<file path="src/rtl/iso_io_pkg.sv">
package iso_io_pkg;

    typedef enum logic [2:0] {
        OFS_OUT_LO  = 3'd0,
        OFS_IN_LO   = 3'd1,
        OFS_IRQ_CTL = 3'd2,
        OFS_FLT_CTL = 3'd3,
        OFS_OUT_HI  = 3'd4,
        OFS_IN_HI   = 3'd5,
        OFS_STAT    = 3'd6,
        OFS_SPARE   = 3'd7
    } ofs_e;

    typedef struct packed {
        logic [4:0] rsvd;
        logic       own;
        logic       hi_chg;
        logic       lo_chg;
    } stat_t;

    typedef struct packed {
        logic out_lo_wr;
        logic out_hi_wr;
        logic clr_wr;
        logic irq_on;
        logic irq_off;
        logic flt_on;
        logic flt_off;
    } acc_t;

    function automatic acc_t decode_acc(logic [2:0] a, logic rd, logic wr);
        acc_t r;
        r = '0;
        unique case (ofs_e'(a))
            OFS_OUT_LO:  r.out_lo_wr = wr;
            OFS_OUT_HI:  r.out_hi_wr = wr;
            OFS_IN_LO:   r.clr_wr    = wr;
            OFS_IRQ_CTL: begin
                r.irq_off = wr;
                r.irq_on  = rd & ~wr;
            end
            OFS_FLT_CTL: begin
                r.flt_off = wr;
                r.flt_on  = rd & ~wr;
            end
            default: r = '0;
        endcase
        return r;
    endfunction

    function automatic stat_t pack_stat(logic en, logic lo, logic hi);
        stat_t s;
        s.rsvd   = '0;
        s.own    = en & (lo | hi);
        s.hi_chg = hi;
        s.lo_chg = lo;
        return s;
    endfunction

endpackage

</file>
<file path="src/rtl/iso_in_cond.sv">
module iso_in_cond #(
    parameter int FILT_CYC = 16
) (
    input  logic clk,
    input  logic rst,
    input  logic flt_en,
    input  logic pin,
    output logic lvl,
    output logic chg
);
    localparam int CW = (FILT_CYC > 1) ? $clog2(FILT_CYC) : 1;
    localparam logic [CW-1:0] CNT_LAST = CW'(FILT_CYC - 1);

    logic          s1, s2;
    logic [CW-1:0] cnt, cnt_nx;
    logic          lvl_nx;

    always_comb begin
        lvl_nx = lvl;
        cnt_nx = '0;
        if (!flt_en) begin
            lvl_nx = s2;
        end else if (s2 != lvl) begin
            if (cnt == CNT_LAST) lvl_nx = s2;
            else                 cnt_nx = cnt + 1'b1;
        end
    end

    assign chg = lvl_nx ^ lvl;

    always_ff @(posedge clk) begin
        if (rst) begin
            s1  <= 1'b0;
            s2  <= 1'b0;
            lvl <= 1'b0;
            cnt <= '0;
        end else begin
            s1  <= pin;
            s2  <= s1;
            lvl <= lvl_nx;
            cnt <= cnt_nx;
        end
    end
endmodule

</file>
<file path="src/rtl/iso_chg_irq.sv">
module iso_chg_irq (
    input  logic clk,
    input  logic rst,
    input  logic chg_lo,
    input  logic chg_hi,
    input  logic clr,
    input  logic en_set,
    input  logic en_clr,
    output logic lo_pend,
    output logic hi_pend,
    output logic irq_en,
    output logic irq
);
    always_ff @(posedge clk) begin
        if (rst) begin
            lo_pend <= 1'b0;
            hi_pend <= 1'b0;
            irq_en  <= 1'b0;
        end else begin
            if (chg_lo)   lo_pend <= 1'b1;
            else if (clr) lo_pend <= 1'b0;
            if (chg_hi)   hi_pend <= 1'b1;
            else if (clr) hi_pend <= 1'b0;
            if (en_clr)      irq_en <= 1'b0;
            else if (en_set) irq_en <= 1'b1;
        end
    end

    assign irq = irq_en & (lo_pend | hi_pend);
endmodule

</file>
<file path="src/rtl/iso_io_bank.sv">
module iso_io_bank
    import iso_io_pkg::*;
#(
    parameter int BYTE_W   = 8,
    parameter int FILT_CYC = 16
) (
    input  logic                  clk,
    input  logic                  rst,
    input  logic [2:0]            addr,
    input  logic                  rd_stb,
    input  logic                  wr_stb,
    input  logic [BYTE_W-1:0]     wdata,
    output logic [BYTE_W-1:0]     rdata,
    input  logic [2*BYTE_W-1:0]   din,
    output logic [2*BYTE_W-1:0]   dout,
    output logic                  irq
);
    localparam int NPIN = 2 * BYTE_W;

    acc_t             acc;
    logic [BYTE_W-1:0] out_lo, out_hi;
    logic             flt_en;
    logic [NPIN-1:0]  lvl, chg;
    logic             chg_lo, chg_hi;
    logic             lo_pend, hi_pend, irq_en;
    stat_t            stat;

    assign acc = decode_acc(addr, rd_stb, wr_stb);

    always_ff @(posedge clk) begin
        if (rst) begin
            out_lo <= '0;
            out_hi <= '0;
            flt_en <= 1'b0;
        end else begin
            if (acc.out_lo_wr) out_lo <= wdata;
            if (acc.out_hi_wr) out_hi <= wdata;
            if (acc.flt_off)     flt_en <= 1'b0;
            else if (acc.flt_on) flt_en <= 1'b1;
        end
    end

    assign dout = {out_hi, out_lo};

    for (genvar i = 0; i < NPIN; i++) begin : g_pin
        iso_in_cond #(.FILT_CYC(FILT_CYC)) u_cond (
            .clk    (clk),
            .rst    (rst),
            .flt_en (flt_en),
            .pin    (din[i]),
            .lvl    (lvl[i]),
            .chg    (chg[i])
        );
    end

    assign chg_lo = |chg[BYTE_W-1:0];
    assign chg_hi = |chg[NPIN-1:BYTE_W];

    iso_chg_irq u_irq (
        .clk     (clk),
        .rst     (rst),
        .chg_lo  (chg_lo),
        .chg_hi  (chg_hi),
        .clr     (acc.clr_wr),
        .en_set  (acc.irq_on),
        .en_clr  (acc.irq_off),
        .lo_pend (lo_pend),
        .hi_pend (hi_pend),
        .irq_en  (irq_en),
        .irq     (irq)
    );

    assign stat = pack_stat(irq_en, lo_pend, hi_pend);

    always_comb begin
        unique case (ofs_e'(addr))
            OFS_OUT_LO: rdata = out_lo;
            OFS_OUT_HI: rdata = out_hi;
            OFS_IN_LO:  rdata = lvl[BYTE_W-1:0];
            OFS_IN_HI:  rdata = lvl[NPIN-1:BYTE_W];
            OFS_STAT:   rdata = BYTE_W'(stat);
            default:    rdata = '0;
        endcase
    end
endmodule

</file>
<file path="config.mk">
export PLATFORM = sky130hd
export DESIGN_NAME = iso_io_bank
export DESIGN_NICKNAME = d
export VERILOG_FILES = /design/src/rtl/iso_io_pkg.sv /design/src/rtl/iso_in_cond.sv /design/src/rtl/iso_chg_irq.sv /design/src/rtl/iso_io_bank.sv
export SDC_FILE = /design/constraint.sdc
export NUM_CORES = 1
export LEC_CHECK = 0
export BUFFER_PORTS_ARGS = -buffer_cell sky130_fd_sc_hd__buf_4
export CAP_MARGIN = 20
export CORE_MARGIN = 8
export CORE_UTILIZATION = 41
export CTS_CLUSTER_SIZE = 10
export DETAILED_ROUTE_END_ITERATION = 12
export GPL_ROUTABILITY_DRIVEN = 0
export HOLD_SLACK_MARGIN = 0.03
export PLACE_DENSITY = 0.7
export SLEW_MARGIN = 40
export SYNTH_ARGS = -nofsm -noshare
export SYNTH_HDL_FRONTEND = slang
export SYNTH_SLANG_ARGS = --single-unit
</file>
<file path="constraint.sdc">
create_clock -name clk -period 3.12 [get_ports clk]
set_clock_uncertainty 0.2 [all_clocks]
set_input_delay 0.312 -clock clk [delete_from_list [all_inputs] [get_ports clk]]
set_output_delay 0.312 -clock clk [all_outputs]
set_load 0.02 [all_outputs]
</file>
# Word-level counts from Yosys, hierarchy flattened
# Cells that the tools add are included.
# classes
addsub,16
reduce_logical,23
n_mux,57
n_bitwise,37
eq_ne,38
# ops
operator,n
$add A4 B1 Y4 const B,16
$eq A4 B4 Y1 const B,16
$reduce_or A4 Y1,16
$mux W1,54
$pmux W8 S5,1
$not A1 Y1,18
$ne A1 B1 Y1,16
$reduce_or A8 Y1,2
$xor A1 B1 Y1,16
$eq A3 B3 Y1 const B,3
$eq A3 B2 Y1 const B,2
$mux W2,2
$reduce_bool A2 Y1,2
$reduce_or A2 Y1,2
$eq A3 B1 Y1 const B,1
$logic_not A3 Y1,1
$and A1 B1 Y1,2
$or A1 B1 Y1,1
# word_totals
regBits,132
output_inout_bits,25
inputBits,31
elab_cells,241

# Logic depth before layout (Yosys ltp)
# Gate-level depths: netlist of the first run.
# logic_depth
ltp_word,7
mapped_depth,5
depth_no_buf,5

# By module
# From an unflattened synthesis of the first run, not the netlist that was laid out.
# hier_totals
hier_cells,555
hier_area_um2,5341.4
# by_module_without_submodules
mod,area_per_inst_um2,seq_area_each_um2,instances,cells_per_inst
iso_in_cond,261.5,140.1,16,27
iso_io_bank,1051.0,340.3,1,111
iso_chg_irq,106.4,60.1,1,12

# Worst setup path before layout of the first run
# Ideal clock, no wire load.
# synth_path
path_type,input to output
startpoint,input addr[0]
endpoint,output rdata[7]
t_arrival_ns,1.208
n_path_buf,2
path_stages,4
slack_ns,1.400
t_required_ns,2.608
path_cell_list,buf_6 -> buf_6 -> mux4_2 -> nor2b_4
# synth_via
elab_chain_len,2
word_cells_on_any_way,6
cone_classes,eq/ne (4); mux (1); reduce/logical (1)
# synth_rtl
element,line_no,source
start: declaration,iso_io_bank.sv:9,"input logic [2:0] addr,"
"$eq A3 B3 Y1, or another cell as far along",iso_io_bank.sv:76,unique case (ofs_e'(addr))
$pmux W8 S5 (*),iso_io_bank.sv:76,
end: declaration,iso_io_bank.sv:13,"output logic [BYTE_W-1:0] rdata,"
# Every way passes the cells marked *; elsewhere a longest branch is shown, timed or not.

# Worst setup path after layout of the first run
# layout_path
startpoint,register g_pin[3].u_cond.lvl
endpoint,output rdata[3]
# layout_via
elab_chain_len,1
# layout_rtl
element,line_no,source
start: declaration,iso_in_cond.sv:8,"output logic lvl,"
start signal: assignment,iso_in_cond.sv:40,lvl <= lvl_nx;
$pmux W8 S5,iso_io_bank.sv:76,
# Every way passes these cells.

==> results.ini, run 1 <==
[floorplanning]
dieHeight_um = 128.1
die_w_um = 128.1
placementRows = 41
dieArea_um2 = 16410
io_pins = 56
core_um2 = 12470
start_util_pct = 41.34

[global_routing]
grt_max_degree = 85
grt_antenna_before_repair = 0
grt_pass1_vias = 3965
grtUsageTotal_pct = 14.40
grt_pass1_wl_mm = 18.49
overflow = 0

[logic_synthesis]
ys_types = 34
yosysSeqAreaShare_pct = 51.27
synth_fp_nets = 591
netlist_top_cells_area = dfxtp_1, nor2_1, xnor2_1
synth_mux_area_share_pct = 4.977
synthXorXnorAreaFrac_pct = 8.157
synth_top_family_by_area = simple AND/OR/NAND/NOR gates
synth_compound_area_share_pct = 5.560
synth_top_area_cell = dfxtp_1
synthAdderAreaFrac_pct = 3.884
synthCells = 544
syn_avg_cell_area_um2 = 9.474
synth_top_area_share_pct = 51.27
ys_ff_latch = 132
synth_simple_gate_area_share_pct = 22.65
ys_warn_count = 0
syn_area_um2 = 5154

[cells_and_area]
final_cell_mix = dfxtp_1, nor2_1, buf_4, nand2_1, nand3_1
diodes = 0
fin_area_um2 = 6492
nNetsFinal = 672
final_common_cell = dfxtp_1
filler_cell_count = 1095
drive_gt1_share_pct = 14.94
syn2layout_area_growth_pct = 25.98

[place]
hpwl_mm = 7.844
pre_cts_ws_ps = 1220
port-buffer-count = 55
place_area_um2 = 5677

[timing]
post-route-period-util_pct = 66.75
slew_violations = 0
setup_viol_count_final = 0
whs_ps = 54.80
worstMarginPinSlew_ps = 817.8
slew_headroom_pct = 45.48
fin_tns_setup_ps = 0
hold_violations = 0
timing.fmax_ghz = 0.4801
rsz0062_at_grt = no
fin_ws_ps = 1037
finalCriticalPeriod_ps = 2083

[clock_network]
cts_sinks = 132
post-cts-setup-buffer-count = 0
htreeDepth = 4
clock-root-buffer = clkbuf_16
cts_resized = 0
path_clk_slew_ps = 60
insertion_delay_ps = 410
cts_buffers = 17
max-clock-path-buffers = 2
cts_tree = done

[route]
wl_per_cell_um = 13.57
via_per_inst = 4.748
drt_pass1_iterations = 4
vias = 3836
drcViolationCount = 0
drt-total-wl_mm = 10.97
drt_iter0_markers = 163
ant_nets = 0

[worst_hold_path]
min_from = rd_stb
holdCritPathClass = input port to register

[setup_path]
critPathRequiredTime_ps = 2610
startpoint = g_pin[3].u_cond.lvl
path_class = register to primary output
cp_max_fo = 3
end_kind = primary output
cp_data_arrival_time_ps = 1570
cp-start-kind = register
r2r_start = g_pin[12].u_cond.cnt[0]

[job]
drv_cap = 0

[outcome]
status = finished, final reports clean

[pwr]
leakage_uw = 0.002467
powerDensity_nw_per_um2 = 589.8
irDropWorstVdd_mv = 0.4228

-- cells in the mapped netlist --
master / n
buf_4: 4
and4bb_1: 1
and3b_1: 1
nand3_1: 48
xnor2_1: 32
dfxtp_1: 132
buf_1: 1
nor2_1: 75
nor3_1: 2
a211oi_1: 2
buf_2: 6
clkbuf_1: 6
a31oi_1: 2
nand2_1: 51
mux2i_1: 11
or3_1: 16
inv_1: 16
o21ai_0: 3
nor4b_4: 1
a22o_1: 3
nor4_1: 2
buf_6: 3
and2b_1: 2
nor2b_1: 38
mux2_2: 2
mux2_1: 1
o21a_1: 1
xor2_1: 16
nor4bb_1: 1
mux4_2: 5
ha_1: 16
or4b_1: 1
nor2b_4: 1
a21oi_1: 42
-- report_power, final --
part,internal (µW),switching [µW],total [µW],leakage [µW]
clock,1200,678,1880,0.000277
sequential,1720,22.8,1740,0.00107
combinational,106,100,206,0.00112
total,3030,801,3830,0.00247
-- state kept, by name, summed over array words and instances (netlist names) --
register,count
out_hi,8
g_pin.u_cond.lvl,16
u_irq.irq_en,1
g_pin.u_cond.s2,16
u_irq.lo_pend,1
g_pin.u_cond.s1,16
out_lo,8
u_irq.hi_pend,1
g_pin.u_cond.cnt,64
flt_en,1
-- layer usage --
| metal | wire, µm | global-route usage [%] |
|---|---|---|
| met5 | 0 | 0 |
| met4 | 94 | 6.294 |
| met3 | 495 | 4.534 |
| met2 | 5533 | 24.92 |
| met1 | 4842 | 15.88 |
-- through the flow --
| step | cells | util [%] | total power (µW) |
|---|---|---|---|
| after floorplan | 544 | - | 1892 |
| after global placement | 753 | 45.54 | 1956 |
| after detailed placement | 753 | 45.54 | 1961 |
| after CTS | 808 | 52.08 | 3878 |
| after global routing | 808 | 52.08 | 3979 |
| final | 808 | 52.08 | 3829 |
-- kinds of logic (layout without fill, tap and decap cells) --
group | after synthesis | in the layout
AND/OR/NAND/NOR | 240 | 240
flip-flops | 132 | 132
AO/OA/AOI/OAI | 53 | 53
XOR/XNOR | 48 | 48
buffers and inverters | 36 | 128
multiplexers | 19 | 19
adder cells (fa/ha/maj) | 16 | 16
-- critical path: stages (launching register included) --
cell	delay, ps
dfxtp_1	360
mux4_2	460
nor2b_1	170
buf_4	170
-- area by class of cell --
| cell class | count | area (µm²) | area share (%) |
|---|---|---|---|
| repair buffers | 82 | 678.2 | 10.45 |
| multi-input cells | 376 | 2331 | 35.90 |
| flip-flops and latches | 132 | 2643 | 40.70 |
| well taps | 172 | 215.2 | 3.315 |
| inverters | 16 | 60.06 | 0.9250 |
| clock buffers | 20 | 456.7 | 7.034 |
| clock inverters | 10 | 108.9 | 1.677 |
-- timing repair --
action,in CTS,in global routing
endpoints found under the setup margin,0,0
hold buffers,25,0
endpoints found under the hold margin,34,0
-- worst paths after layout --
check	end	slack, ps	cells after the start
worst max-delay path	rdata[3]	1040	3
worst min-delay path	u_irq.irq_en	50	3
worst max register to register	u_irq.hi_pend	1460	5
worst min register to register	g_pin[5].u_cond.s2	230	1
No activity file was read; power rests on OpenSTA's default activity.
==> inputs of run 2 (changes only) <==
Settings changed: ABC_AREA from default to 1, PLACE_DENSITY 0.7 to 0.72.
Clock period 3.12 ns to 1.77 ns, I/O delays scaled along.
==> run 2 against run 1 <==
  * The flow now finishes with violations (negative setup slack)
  * Sequential share of layout area down 1.6 points
  * Count of clock-buffer cells in the layout up 3
  * Global-route usage up 0.14 points
  * Power up 85%
  * Largest cell class unchanged
  * Via count up 11%
  * Worst hold slack worse by 5.2 ps
  * Sequential power up 77%
  * Final area up 4.2%
  * Worst setup slack worse by 1100 ps
  * Register-to-register slack worse by 1200 ps
  * Core utilization up 2.2 points
==> results.ini, run 2 <==
[global_routing]
grt_antenna_before_repair = 0  ; unchanged
grt_max_degree = 46  ; -46%
overflow = 0  ; unchanged
grt_pass1_wl_mm = 18.94  ; +2.4%
grt_pass1_vias = 4083  ; +3.0%
grtUsageTotal_pct = 14.54  ; +0.14 points

[timing]
rsz0062_at_grt = yes
setup_viol_count_final = 1  ; +1
timing.fmax_ghz = 0.5604
post-route-period-util_pct = 100.8
worstMarginPinSlew_ps = 505.5  ; -312.4 ps
hold_violations = 0  ; unchanged
finalCriticalPeriod_ps = 1784
slew_headroom_pct = 66.30  ; +21 points
fin_tns_setup_ps = -14.28  ; -14.28 ps
slew_violations = 0  ; unchanged
fin_ws_ps = -14.28  ; -1052 ps

[floorplanning]
die_w_um = 128.2  ; about the same
core_um2 = 12470  ; unchanged
start_util_pct = 41.43  ; +0.090 points
io_pins = 56  ; unchanged
dieArea_um2 = 16450  ; +0.19%
dieHeight_um = 128.2  ; about the same
placementRows = 41  ; unchanged

[logic_synthesis]
ys_warn_count = 0  ; unchanged
yosys-top-cells-count = dfxtp_1, nor2_1, nand2_1
synth_fp_nets = 697  ; +18%
syn_avg_cell_area_um2 = 7.946  ; -16%
ys_ff_latch = 132  ; unchanged
synth_top_area_share_pct = 51.16  ; -0.11 points
netlist_top_cells_area = dfxtp_1, nor2_1, nand2_1
yosysSeqAreaShare_pct = 51.16  ; -0.11 points
synth.most_common_cell = dfxtp_1
synthArstFlopShare_pct = 0  ; unchanged
syn_area_um2 = 5165  ; +0.22%
synthFlopType = dfxtp_1
ys_types = 23  ; -32%
synthCells = 650  ; +19%
synth_top_area_cell = dfxtp_1
synth-edff-count = 0  ; unchanged

[route]
ant_nets = 0  ; unchanged
wl_met1_mm = 5.289  ; +9.2%
drt_pass1_iterations = 4  ; unchanged
via_per_inst = 4.545  ; -4.3%
drt_iter0_markers = 346  ; +110%
topRoutingLayerUsed = met4
met3WireLength_um = 692  ; +40%
drt-total-wl_mm = 11.28  ; +2.9%
drcViolationCount = 0  ; unchanged
wl_met2_mm = 5.104  ; -7.8%
vias = 4250  ; +11%
wl_per_cell_um = 12.07  ; -11%

[clock_network]
cts_sinks = 132  ; unchanged
cts_buffers = 17  ; unchanged
clock-root-buffer = clkbuf_16
path_clk_slew_ps = 50  ; about the same
cts_tree = done
max-clock-path-buffers = 2  ; unchanged
insertion_delay_ps = 400  ; about the same
htreeDepth = 4  ; unchanged

[setup_path]
cp_cell_sequence = o21a_1, a22oi_2, nand4_1, buf_6
end_kind = primary output
cp_data_arrival_time_ps = 1410  ; -160 ps
slowest_delay_ps = 330  ; -130 ps
slowest_stage = dfxtp_2
startpoint = u_irq.lo_pend
critPathRequiredTime_ps = 1390  ; -1220 ps
path_class = register to primary output
r2r_start = flt_en
cp_max_fo = 3  ; unchanged
cp-start-kind = register

[job]
drv_cap = 0  ; unchanged

[cells_and_area]
drive_gt1_share_pct = 13.89  ; -1.0 points
top_register = g_pin.u_cond.cnt
nNetsFinal = 798  ; +19%
largest_reg_flops = 64  ; unchanged
diodes = 0  ; unchanged
filler_cell_count = 1090  ; -0.46%
fin_cells = 935  ; +16%
fin_area_um2 = 6766  ; +4.2%
syn2layout_area_growth_pct = 31.01
final_cell_mix = nor2_1, dfxtp_1, nand2_1, inv_1, buf_4

[worst_hold_path]
min_from = addr[2]
holdCritPathClass = input port to register

[pwr]
seqPwrFrac_pct = 43.5  ; -2.1 points
irDropWorstVdd_mv = 0.5762  ; +36%
leakage_uw = 0.003023  ; +23%
sw_frac_of_total_pct = 20.75  ; -0.17 points
intPower_uw = 5617  ; +85%
pwr-share-clk_pct = 50.8  ; +1.7 points
total_power_uw = 7087  ; +85%
p_sw_uw = 1471  ; +84%
pwr-share-comb_pct = 5.7  ; +0.3 points
powerDensity_nw_per_um2 = 1047  ; +78%

[place]
hpwl_mm = 7.708  ; -1.7%
pre_cts_ws_ps = 235.3  ; -985.1 ps
dp_cells = 869  ; +15%
place_area_um2 = 5777  ; +1.8%
port-buffer-count = 55  ; unchanged

[outcome]
status = complete, but fails checks
violations = negative setup slack

==> run 2: changes by cell type in the layout (fill, tap and decap cells not counted), sizes merged, moves of 16 or more <==
cell,before,now
inv,16,89
nor2,75,128
nand2,51,101
nor2b,39,0
o21ai,3,25
xnor2,32,10
a21oi,42,24
or3,16,0
==> run 2: cell families (layout without fill, tap and decap cells) <==
| logic type | after synthesis | after routing | share of synthesized area, % |
|---|---|---|---|
| simple gates | 303 | 303 | 24.44 |
| flops | 132 | 132 | 51.16 |
| buf+inv | 105 | 218 | 8.188 |
| compound gates | 56 | 56 | 5.887 |
| xor+xnor | 38 | 38 | 6.444 |
| fa+ha+maj | 16 | 16 | 3.876 |
==> run 2: worst paths after layout <==
kind / endpoint / slack (ps) / depth (start not counted)
worst max-delay path: rdata[2] / -10 / 4
worst min-delay path: out_lo[0] / 50 / 5
worst max register to register: u_irq.hi_pend / 260 / 6
worst min register to register: g_pin[8].u_cond.s2 / 200 / 2
==> run 2: timing repair <==
action | 4_1_cts | 5_1_grt
setup endpoints to repair | 1 | 4
gates resized for setup | 2 | 8
setup buffers | 1 | 1
endpoints found under the hold margin | 38 | 0
pin swaps | 1 | 1
hold buffers | 33 | 0
==> run 2: cell type report <==
type / count / area, µm² / share of cell area, %
Clock buffer: 23 / 498.0 / 7.359
Clock inverter: 8 / 122.6 / 1.812
Multi-Input combinational cell: 413 / 2111 / 31.19
Sequential cell: 132 / 2648 / 39.13
Inverter: 89 / 334.1 / 4.937
Timing Repair Buffer: 98 / 838.3 / 12.39
Tap cell: 172 / 215.2 / 3.180
==> run 2: through the flow <==
| stage | hold WS [ps] | util [%] |
|---|---|---|
| final | 49.63 | 54.28 |
| after global routing | 68.03 | 54.28 |
| after CTS | 39.66 | 54.08 |
| after detailed placement | 182.5 | 46.34 |
| after global placement | 179.6 | 46.34 |
| after floorplan | 83.97 | - |
==> run 2: worst max-delay path: cells and delay by family (launching register included) <==
family	cells	cell delay (ps)
AOI/OAI and AO/OA	2	360
buffers and inverters	1	160
DFF	1	330
and+or+nand+nor	1	150
==> run 2: metal layers <==
| metal | vias up | global-route usage [%] |
|---|---|---|
| met5 | - | 0 |
| met4 | 0 | 5.524 |
| met3 | 14 | 5.616 |
| met2 | 104 | 22.62 |
| met1 | 1899 | 17.73 |
| li1 | 2233 | - |
==> run 2: power by group through the flow <==
| stage | Sequential [µW] | Combinational (µW) | Clock [µW] |
|---|---|---|---|
| global placement | 3140 | 341 | 0 |
| floorplan | 3140 | 199 | 0 |
| finish | 3080 | 406 | 3600 |
| detailed placement | 3140 | 344 | 0 |
| global route | 3090 | 453 | 3820 |
| CTS | 3080 | 401 | 3670 |
